===== src/rtl/slru_pkg.sv =====
package slru_pkg;

    typedef enum logic {
        SEG_PROB = 1'b0,
        SEG_PROT = 1'b1
    } seg_e;

    typedef enum logic [2:0] {
        OP_NONE,
        OP_FILL,
        OP_TOUCH,
        OP_PROMOTE,
        OP_SWAP
    } op_e;

    typedef struct packed {
        logic valid;
        seg_e seg;
    } way_state_t;

endpackage


===== src/rtl/slru_oldest.sv =====
module slru_oldest #(
    parameter int N  = 4,
    parameter int IW = 2
) (
    input  logic [N-1:0]         mask,
    input  logic [N-1:0][IW-1:0] age,
    output logic                 found,
    output logic [IW-1:0]        idx
);
    logic [IW-1:0] best;

    always_comb begin
        found = 1'b0;
        idx   = '0;
        best  = '0;
        for (int i = 0; i < N; i++) begin
            if (mask[i] && (!found || age[i] > best)) begin
                found = 1'b1;
                idx   = IW'(i);
                best  = age[i];
            end
        end
    end
endmodule


===== src/rtl/slru_rank_update.sv =====
module slru_rank_update #(
    parameter int N  = 4,
    parameter int IW = 2
) (
    input  logic [N-1:0][IW-1:0] age_q,
    input  logic                 mv0_en,
    input  logic [IW-1:0]        mv0_idx,
    input  logic                 mv1_en,
    input  logic [IW-1:0]        mv1_idx,
    output logic [N-1:0][IW-1:0] age_d
);
    logic [IW-1:0] age0;
    logic [IW-1:0] age1;

    assign age0 = age_q[mv0_idx];
    assign age1 = age_q[mv1_idx];

    for (genvar w = 0; w < N; w++) begin : g_rank
        logic inc0;
        logic inc1;
        assign inc0 = mv0_en && (age0 > age_q[w]);
        assign inc1 = mv1_en && (age1 > age_q[w]);
        always_comb begin
            if (mv0_en && mv0_idx == IW'(w))
                age_d[w] = '0;
            else if (mv1_en && mv1_idx == IW'(w))
                age_d[w] = IW'(1);
            else
                age_d[w] = age_q[w] + IW'(inc0) + IW'(inc1);
        end
    end
endmodule


===== src/rtl/slru_set_ctrl.sv =====
module slru_set_ctrl
    import slru_pkg::*;
#(
    parameter int WAYS       = 4,
    parameter int PROT_LIMIT = 2,
    localparam int IW = $clog2(WAYS),
    localparam int CW = $clog2(WAYS + 1)
) (
    input  logic            clk,
    input  logic            rst,
    input  logic            acc_valid,
    input  logic            acc_hit,
    input  logic [IW-1:0]   acc_way,
    output logic [IW-1:0]   victim_way,
    output logic [WAYS-1:0] way_valid,
    output logic [WAYS-1:0] way_prot,
    output logic [CW-1:0]   prot_count
);
    way_state_t [WAYS-1:0]         st_q;
    logic       [WAYS-1:0][IW-1:0] age_q;
    logic       [WAYS-1:0][IW-1:0] age_d;
    logic       [CW-1:0]           cnt_q;

    logic [WAYS-1:0] prob_mask;
    logic [WAYS-1:0] prot_mask;
    logic            prob_found;
    logic [IW-1:0]   prob_lru;
    logic            prot_found;
    logic [IW-1:0]   prot_lru;
    logic            inv_found;
    logic [IW-1:0]   inv_idx;
    logic [IW-1:0]   victim;
    op_e             op;
    logic            at_limit;

    for (genvar i = 0; i < WAYS; i++) begin : g_flags
        assign prob_mask[i] = st_q[i].valid && (st_q[i].seg == SEG_PROB);
        assign prot_mask[i] = st_q[i].valid && (st_q[i].seg == SEG_PROT);
        assign way_valid[i] = st_q[i].valid;
        assign way_prot[i]  = (st_q[i].seg == SEG_PROT);
    end

    slru_oldest #(.N(WAYS), .IW(IW)) u_prob_lru (
        .mask  (prob_mask),
        .age   (age_q),
        .found (prob_found),
        .idx   (prob_lru)
    );

    slru_oldest #(.N(WAYS), .IW(IW)) u_prot_lru (
        .mask  (prot_mask),
        .age   (age_q),
        .found (prot_found),
        .idx   (prot_lru)
    );

    always_comb begin
        inv_found = 1'b0;
        inv_idx   = '0;
        for (int i = WAYS - 1; i >= 0; i--) begin
            if (!st_q[i].valid) begin
                inv_found = 1'b1;
                inv_idx   = IW'(i);
            end
        end
    end

    always_comb begin
        if (inv_found)
            victim = inv_idx;
        else if (prob_found)
            victim = prob_lru;
        else
            victim = prot_lru;
    end

    assign victim_way = victim;
    assign prot_count = cnt_q;
    assign at_limit   = (int'(cnt_q) >= PROT_LIMIT) && prot_found;

    always_comb begin
        op = OP_NONE;
        if (acc_valid && !acc_hit)
            op = OP_FILL;
        else if (acc_valid && st_q[acc_way].valid) begin
            if (st_q[acc_way].seg == SEG_PROT)
                op = OP_TOUCH;
            else if (at_limit)
                op = OP_SWAP;
            else
                op = OP_PROMOTE;
        end
    end

    slru_rank_update #(.N(WAYS), .IW(IW)) u_rank (
        .age_q   (age_q),
        .mv0_en  (op != OP_NONE),
        .mv0_idx ((op == OP_FILL) ? victim : acc_way),
        .mv1_en  (op == OP_SWAP),
        .mv1_idx (prot_lru),
        .age_d   (age_d)
    );

    always_ff @(posedge clk) begin
        if (rst) begin
            for (int i = 0; i < WAYS; i++) begin
                st_q[i]  <= '{valid: 1'b0, seg: SEG_PROB};
                age_q[i] <= IW'(i);
            end
            cnt_q <= '0;
        end else begin
            age_q <= age_d;
            case (op)
                OP_FILL: begin
                    st_q[victim] <= '{valid: 1'b1, seg: SEG_PROB};
                    if (prot_mask[victim])
                        cnt_q <= cnt_q - CW'(1);
                end
                OP_PROMOTE: begin
                    st_q[acc_way].seg <= SEG_PROT;
                    cnt_q             <= cnt_q + CW'(1);
                end
                OP_SWAP: begin
                    st_q[acc_way].seg  <= SEG_PROT;
                    st_q[prot_lru].seg <= SEG_PROB;
                end
                default: ;
            endcase
        end
    end
endmodule


===== config.mk =====
export PLATFORM = sky130hd
export DESIGN_NAME = slru_set_ctrl
export DESIGN_NICKNAME = d
export VERILOG_FILES = /design/src/rtl/slru_pkg.sv /design/src/rtl/slru_oldest.sv /design/src/rtl/slru_rank_update.sv /design/src/rtl/slru_set_ctrl.sv
export SDC_FILE = /design/constraint.sdc
export NUM_CORES = 1
export LEC_CHECK = 0
export CELL_PAD_IN_SITES_DETAIL_PLACEMENT = 2
export CELL_PAD_IN_SITES_GLOBAL_PLACEMENT = 2
export CORE_ASPECT_RATIO = 2
export CORE_MARGIN = 2
export CORE_UTILIZATION = 35
export DETAILED_ROUTE_END_ITERATION = 7
export PLACE_DENSITY = 0.79
export RECOVER_POWER = 25
export SLEW_MARGIN = 10
export SYNTH_ARGS = -nofsm -noshare
export SYNTH_HDL_FRONTEND = slang
export SYNTH_SLANG_ARGS = --single-unit

===== constraint.sdc =====
create_clock -name clk -period 8.4 [get_ports clk]
set_input_delay 1.68 -clock clk [delete_from_list [all_inputs] [get_ports clk]]
set_output_delay 1.68 -clock clk [all_outputs]
set_load 0.005 [all_outputs]

== Word-level counts from Yosys, hierarchy flattened ==
Index checks and enable logic that the tools add are counted.
W data, S select, Z words.

* Add/sub/neg operators: 10
* Reduce and logical (&&, ||, !) cells: 59
* Eq/ne operators: 10
* $lt $le $gt $ge: 22
* Bitwise operators: 7
* Muxes and demuxes: 61

{| class="wikitable"
|+ Operator list
! kind !! number
|-
| $mux W2 || 25
|-
| $logic_and A1 B1 Y1 || 36
|-
| $gt A2 B2 Y1 || 14
|-
| $pmux W8 S3 || 1
|-
| $mux W1 || 20
|-
| $add A2 B1 Y2 || 8
|-
| $bwmux W8 || 2
|-
| $mux W3 || 5
|-
| $bmux W2 S2 || 3
|-
| $demux W2 S2 || 3
|-
| $lt A2 B3 Y1 const B || 4
|-
| $eq A2 B2 Y1 const B || 4
|-
| $logic_not A1 Y1 || 7
|-
| $ge A2 B1 Y1 const B || 3
|-
| $logic_or A1 B1 Y1 || 6
|-
| $pmux W3 S2 || 1
|-
| $reduce_bool A3 Y1 || 2
|-
| $reduce_or A3 Y1 || 2
|-
| $and A4 B4 Y4 || 1
|-
| $eq A2 B1 Y1 const B || 2
|-
| $logic_not A2 Y1 || 2
|-
| $not A1 Y1 || 4
|-
| $not A4 Y4 || 1
|-
| $or A4 B4 Y4 || 1
|-
| 11 further kinds || 12
|}

* Bits of input ports: 6
* Logic and storage cells: 185
* Output and inout port bits: 13
* Flip-flop bits (word level): 19

== Logic depth before layout (Yosys ltp) ==
* Word-level depth: 29
* Mapped depth: 31
* Gate-level depth less buffers: 31

== Cells and area by module ==
A second synthesis with hierarchy kept.

* Cell total of the unflattened synthesis: 270
* Area total of the unflattened synthesis: 2,263.4 um^2

{| class="wikitable"
|+ Modules (own cells, without submodules)
! module !! sequential area each (um^2) !! times used !! area each (um^2) !! cells each
|-
| slru_set_ctrl || 380.4 || 1 || 1,027.2 || 117
|-
| slru_rank_update || 0.0 || 1 || 713.2 || 79
|-
| slru_oldest || 0.0 || 2 || 261.5 || 37
|}

== Least setup slack after synthesis ==
No wires, ideal clock.

* Kind: reg2reg
* Start: register st_q (netlist bit way_valid[0])
* End: register age_q[4] (netlist bit)
* Stages on the path, launching flop included: 29
* Data required time: 8.305 ns
* Setup slack: 2.258 ns
* Period minus slack after synthesis: 6.142 ns
* Path buffers: 1
* Setup time: 0.095 ns
* Arrival time: 6.046 ns
* Path through: dfxtp_1 > buf_6 > nand3_1 > ha_1 > nor2b_1 > a2bb2oi_1 > o21a_1 > nor2_1 > a21oi_1 > ha_1 > nor2b_1 > o2111ai_1 > o21ai_0 > inv_1 > mux2_2 > ha_1 > nor2b_1 > o21ai_2 > nand4_2 > o221a_2 > nor2_1 > o21ai_0 > a21oi_1 > ha_1 > nand3_1 > nor3_1 > nor4_1 > fa_1 > a221oi_1

* Longest elaborated chain between the ends: 28
* Elaborated cells between the ends (all ways): 78
* Classes of those cells: add/sub (2); order compare (8); eq/ne (4); mux (36); reduce/logical (28)

{| class="wikitable"
|+ RTL lines
! item !! line !! source
|-
| from (decl) || slru_set_ctrl.sv:19 || <nowiki>way_state_t [WAYS-1:0] st_q;</nowiki>
|-
| from (signal, indexed assignment) || slru_set_ctrl.sv:107 || <nowiki>st_q[i] <= '{valid: 1'b0, seg: SEG_PROB};</nowiki>
|-
| from (signal, indexed assignment) || slru_set_ctrl.sv:115 || <nowiki>st_q[victim] <= '{valid: 1'b1, seg: SEG_PROB};</nowiki>
|-
| $logic_and A1 B1 Y1 || slru_set_ctrl.sv:38 || <nowiki>assign prot_mask[i] = st_q[i].valid && (st_q[i].seg == SEG_PROT);</nowiki>
|-
| $mux W2 / $mux W1 (equally long branches) || slru_oldest.sv:17 || <nowiki>if (mask[i] && (!found || age[i] > best)) begin</nowiki>
|-
| $gt A2 B2 Y1 / $logic_not A1 Y1 (equally long branches) || slru_oldest.sv:17 ||
|-
| $logic_or A1 B1 Y1 || slru_oldest.sv:17 ||
|-
| $logic_and A1 B1 Y1 || slru_oldest.sv:17 ||
|-
| $mux W2 / $mux W1 (equally long branches) || slru_oldest.sv:17 ||
|-
| $gt A2 B2 Y1 / $logic_not A1 Y1 (equally long branches) || slru_oldest.sv:17 ||
|-
| $logic_or A1 B1 Y1 || slru_oldest.sv:17 ||
|-
| [11 not listed] || - ||
|-
| $eq A3 B1 Y1 || slru_set_ctrl.sv:98 || <nowiki>.mv0_idx ((op == OP_FILL) ? victim : acc_way),</nowiki>
|-
| $mux W2 || slru_set_ctrl.sv:98 ||
|-
| $bmux W2 S2 || slru_rank_update.sv:15 || <nowiki>assign age0 = age_q[mv0_idx];</nowiki>
|-
| $mux W2 (not written as such) || slru_rank_update.sv:15 ||
|-
| $gt A2 B2 Y1 || slru_rank_update.sv:21 || <nowiki>assign inc0 = mv0_en && (age0 > age_q[w]);</nowiki>
|-
| $logic_and A1 B1 Y1 || slru_rank_update.sv:21 ||
|-
| $add A2 B1 Y2 (2 in series) || slru_rank_update.sv:29 || <nowiki>age_d[w] = age_q[w] + IW'(inc0) + IW'(inc1);</nowiki>
|-
| $mux W2 || slru_rank_update.sv:26 || <nowiki>else if (mv1_en && mv1_idx == IW'(w))</nowiki>
|-
| to (signal, indexed assignment) || slru_set_ctrl.sv:108 || <nowiki>age_q[i] <= IW'(i);</nowiki>
|-
| to (signal assigned) || slru_set_ctrl.sv:112 || <nowiki>age_q <= age_d;</nowiki>
|-
| to (decl) || slru_set_ctrl.sv:20 || <nowiki>logic [WAYS-1:0][IW-1:0] age_q;</nowiki>
|}

Several ways; a longest one is shown, not always the timed one. The select of a mux whose other input is x is not followed.
A chain may end at the register's enable or synchronous reset.

== Worst setup path after layout ==
* Start: register st_q (netlist bit way_valid[0])
* End: output port victim_way[0]

* Longest elaborated chain between the ends: 16
* Elaborated cells between the ends (all ways): 49
* Classes of those cells: order compare (6); mux (23); reduce/logical (20)

{| class="wikitable"
|+ RTL lines
! item !! line !! source
|-
| $logic_and A1 B1 Y1 (on tied branches) || slru_set_ctrl.sv:38, slru_set_ctrl.sv:37 ||
|-
| $mux W2 / $mux W1 (equally long branches) || slru_oldest.sv:17 ||
|-
| $gt A2 B2 Y1 / $logic_not A1 Y1 (equally long branches) || slru_oldest.sv:17 ||
|-
| $logic_or A1 B1 Y1 || slru_oldest.sv:17 ||
|-
| $logic_and A1 B1 Y1 || slru_oldest.sv:17 ||
|-
| $mux W2 / $mux W1 (equally long branches) || slru_oldest.sv:17 ||
|-
| $gt A2 B2 Y1 / $logic_not A1 Y1 (equally long branches) || slru_oldest.sv:17 ||
|-
| $logic_or A1 B1 Y1 || slru_oldest.sv:17 ||
|-
| $logic_and A1 B1 Y1 || slru_oldest.sv:17 ||
|-
| $mux W2 / $mux W1 (equally long branches) || slru_oldest.sv:17 ||
|-
| $gt A2 B2 Y1 / $logic_not A1 Y1 (equally long branches) || slru_oldest.sv:17 ||
|-
| $logic_or A1 B1 Y1 || slru_oldest.sv:17 ||
|-
| $logic_and A1 B1 Y1 || slru_oldest.sv:17 ||
|-
| $mux W2 / $mux W1 (equally long branches) || slru_oldest.sv:17 ||
|-
| $mux W2 || slru_set_ctrl.sv:71 || <nowiki>else if (prob_found)</nowiki>
|-
| $mux W2 (*) || slru_set_ctrl.sv:69 || <nowiki>if (inv_found)</nowiki>
|-
| to (decl) || slru_set_ctrl.sv:14 || <nowiki>output logic [IW-1:0] victim_way,</nowiki>
|}

Mark *: on every way between the ends. The rest lies on a longest branch, timed or not.

==> flow_metrics.env <==
export IMPL_largest_cells_by_area_after_synthesis="dfxtp_1 16%, ha_1 13%, a21oi_1 6.5%"
export IMPL_area_growth_syn_to_layout_pct=14.2
export IMPL_finalPower_w=0.000309
export IMPL_finalMaxSlewViolations=0
export IMPL_postPlaceCellArea_um2=2640
export IMPL_drtAntennaViolNets=0
export IMPL_nets_finish=355
export IMPL_switching_share=0.353
export IMPL_tightest_slew_ns=0.726
export IMPL_grt_antenna_before_repair=0
export IMPL_grt_setup_unrepaired="false"
export IMPL_cp_max_fanout=13
export IMPL_first_iter_violations=74
export IMPL_chipWidth_um=62.3
export IMPL_post_route_worst_setup_slack_ns=0.699
export IMPL_clk_transition_reported_paths_ns=0.06
export IMPL_synth_top_cell_area_share=0.160
export IMPL_count_leader_synth="nand2_1"
export IMPL_worst_slew_margin_rel=0.515
export IMPL_first_pass_grt_wire_length_um=15000
export IMPL_final_hold_viol_count=0
export IMPL_antenna_diode_count=0
export IMPL_detailed_placement_wirelength_estimate_um=7500
export IMPL_leakagePower_nw=1.13
export IMPL_grt_total_usage=0.260
export IMPL_detail_route_wirelength_um=9060
export IMPL_p_sw_w=0.000109
export IMPL_clock_sink_count=19
export IMPL_pre_repair_dr_iteration_count=5
export IMPL_timing_fmax_mhz=130
export IMPL_fin_crit_sh=0.917
export IMPL_cts_buffers_inserted=3
export IMPL_skew_ns=0.00345
export IMPL_ys_seq_elements=19
export IMPL_grt_pass1_vias=2751
export IMPL_synth_edf_count=0
export IMPL_fin_area_um2=2720
export IMPL_via_per_inst=6.00
export IMPL_synth_largest_area_cell="dfxtp_1"
export IMPL_grt_max_degree=18
export IMPL_syn_nets=337
export IMPL_setup_violations_final=0
export IMPL_p_int_w=0.000200
export IMPL_num_vias=2441
export IMPL_cp_arrival_ns=6.02
export IMPL_area_enclosed_by_the_die_boundary_um2=7510
export IMPL_post_cts_resized_instances=0
export IMPL_synthFlopType="dfxtp_1"
export IMPL_clock_root_buffer="clkbuf_16"
export IMPL_fillerInstances=809
export IMPL_cap_viol_max_count=0
export IMPL_placement_io_buffers=18
export IMPL_clock_tree_from_tritoncts="yes"
export IMPL_outcome="completed"
export IMPL_ys_async_sr_fraction=0
export IMPL_placement_setup_worst_slack_ns=1.00
export IMPL_post_synthesis_mean_instance_area_um2=7.88
export IMPL_setup_tns_final_ns=0
export IMPL_floorplan_core_area_um2=6620
export IMPL_max_clock_path_buffers=2
export IMPL_synth_common_cells="33 x nand2_1, 31 x a21oi_1, 30 x nor2_1"
export IMPL_finalWeightedCongestion=0.863
export IMPL_worst_setup_path_start_kind="register"
export IMPL_initial_core_util=0.359
export IMPL_design_portCount=19
export IMPL_synth_warnings=0
export IMPL_critPathCaptureType="primary output"
export IMPL_p_comb_frac=0.311
export IMPL_cp_data_required_time_ns=6.72
export IMPL_syn_cell_area_um2=2380
export IMPL_worstHoldPathType="register to register"
export IMPL_postCtsSetupBuffers=0
export IMPL_hold_buf_count_cts=0
export IMPL_drc_errors=0
export IMPL_worst_ir_drop_vdd_v=0.0000571
export IMPL_fin_crit_ns=7.70
export IMPL_die_height_um=121
export IMPL_drt_wirelength_per_cell_um=22.3
export IMPL_cellPowerDensity_nw_per_um2=114
export IMPL_share_seq_of_total_power=0.344
export IMPL_row_count=42
export IMPL_worstSetupPathType="register to primary output"
export IMPL_synth_cell_types=69
export IMPL_synthesized_instance_count=302
export IMPL_cts_htree_levels=1
export IMPL_post_route_cells_drive_above_1_share=0.0972
export IMPL_worst_skew_pair_late_latency_ns=0.26
export IMPL_grt_overflow=0
export IMPL_yosysSeqAreaShare=0.160
export IMPL_p_clk_frac=0.344
## final timing paths
kind / from / slack [ns] / cells past startpoint / endpoint
max: way_valid[0]$_SDFFE_PP0P_ / 0.70 / 21 / victim_way[0]
min: prot_count[1]$_SDFFE_PP0P_ / 0.52 / 2 / prot_count[1]$_SDFFE_PP0P_
max reg2reg: way_valid[0]$_SDFFE_PP0P_ / 0.88 / 27 / age_q[4]$_SDFF_PP0_
min reg2reg: prot_count[1]$_SDFFE_PP0P_ / 0.52 / 2 / prot_count[1]$_SDFFE_PP0P_
## metal layers
layer	vias to the layer above	global-route usage	routed length (um)	share of wire
li1	1148	-	-	-
met1	1194	0.248	3080	0.34
met2	62	0.519	5200	0.57
met3	37	0.0167	151	0.017
met4	0	0.175	636	0.070
met5	-	0	0	0
## cells in the final DEF, fill, tap and decap left out, types with 2 or more instances in the layout
master / count
dlygate4sd3_1: 6
a21oi_1: 31
nor3_1: 3
inv_1: 21
o21a_1: 3
nor3b_1: 2
o211ai_1: 8
buf_4: 2
o21ai_0: 9
nor2_1: 30
mux2i_1: 4
nand2_1: 33
and2_1: 3
o211a_1: 2
and3_1: 2
mux2_2: 6
or2b_2: 2
nand2_2: 2
a211oi_1: 2
a2bb2oi_1: 2
clkdlybuf4s50_1: 12
clkbuf_16: 3
nand2b_1: 2
fa_1: 5
a31oi_1: 4
o22ai_1: 5
a22oi_1: 4
xnor2_1: 4
nand3_1: 9
ha_1: 24
a221oi_1: 3
nor4_1: 2
o21ai_1: 2
a21o_1: 2
nor2b_1: 13
dfxtp_1: 19
## registers in the layout (all words and copies together), names as in the netlist
name / cells
prot_count: 3
age_q: 8
way_prot: 4
way_valid: 4
## kinds of logic (layout without fill, tap and decap cells)
family / after synthesis / after routing / synth area share
AND/OR/NAND/NOR: 112 / 112 / 0.244
AO/OA/AOI/OAI: 97 / 97 / 0.289
adder cells (fa/ha/maj): 29 / 29 / 0.168
buffers and inverters: 28 / 45 / 0.0537
flip-flops: 19 / 19 / 0.160
multiplexers: 13 / 13 / 0.0705
XOR/XNOR: 4 / 4 / 0.0147
## power groups by stage
stage	combinational [W]	sequential [W]	clock [W]
2_1_floorplan	0.0000647	0.000104	0
3_3_place_gp	0.0000914	0.000108	0
3_5_place_dp	0.0000971	0.000109	0
4_1_cts	0.0000976	0.000107	0.000109
5_1_grt	0.000109	0.000107	0.000111
6_report	0.0000962	0.000106	0.000106
## per-stage QoR
stage / hold WS [ns] / instances / utilization
floorplan: 0.499 / 302 / -
finish: 0.522 / 407 / 0.410
global route: 0.562 / 407 / 0.410
CTS: 0.533 / 407 / 0.410
global placement: 0.498 / 403 / 0.398
detailed placement: 0.524 / 403 / 0.398
## area by class of cell
cell class | count | area, um2 | share of cell area
Timing Repair Buffer | 20 | 195 | 0.0719
Clock inverter | 1 | 5.00 | 0.00184
Tap cell | 88 | 110 | 0.0406
Sequential cell | 19 | 380 | 0.140
Clock buffer | 3 | 75.1 | 0.0276
Multi-Input combinational cell | 255 | 1870 | 0.689
Inverter | 21 | 78.8 | 0.0290
## critical path: stages (launching register included)
cell and delay, ns:
dfxtp_1 0.58, nor2b_2 0.36, nand2_1 0.13, ha_1 0.31, nor2b_1 0.14, a2bb2oi_1 0.27, nor2_1 0.07, nor2_1 0.19
mux2_2 0.39, ha_1 0.19, nor2b_1 0.18, o21ai_0 0.10, a21oi_1 0.30, mux2_2 0.38, ha_1 0.30, nor2b_1 0.15
o21ai_0 0.35, nand3_1 0.30, o22a_1 0.35, nand2_1 0.16, inv_1 0.11, clkdlybuf4s50_1 0.46
Power figures use the tool's default switching activity.
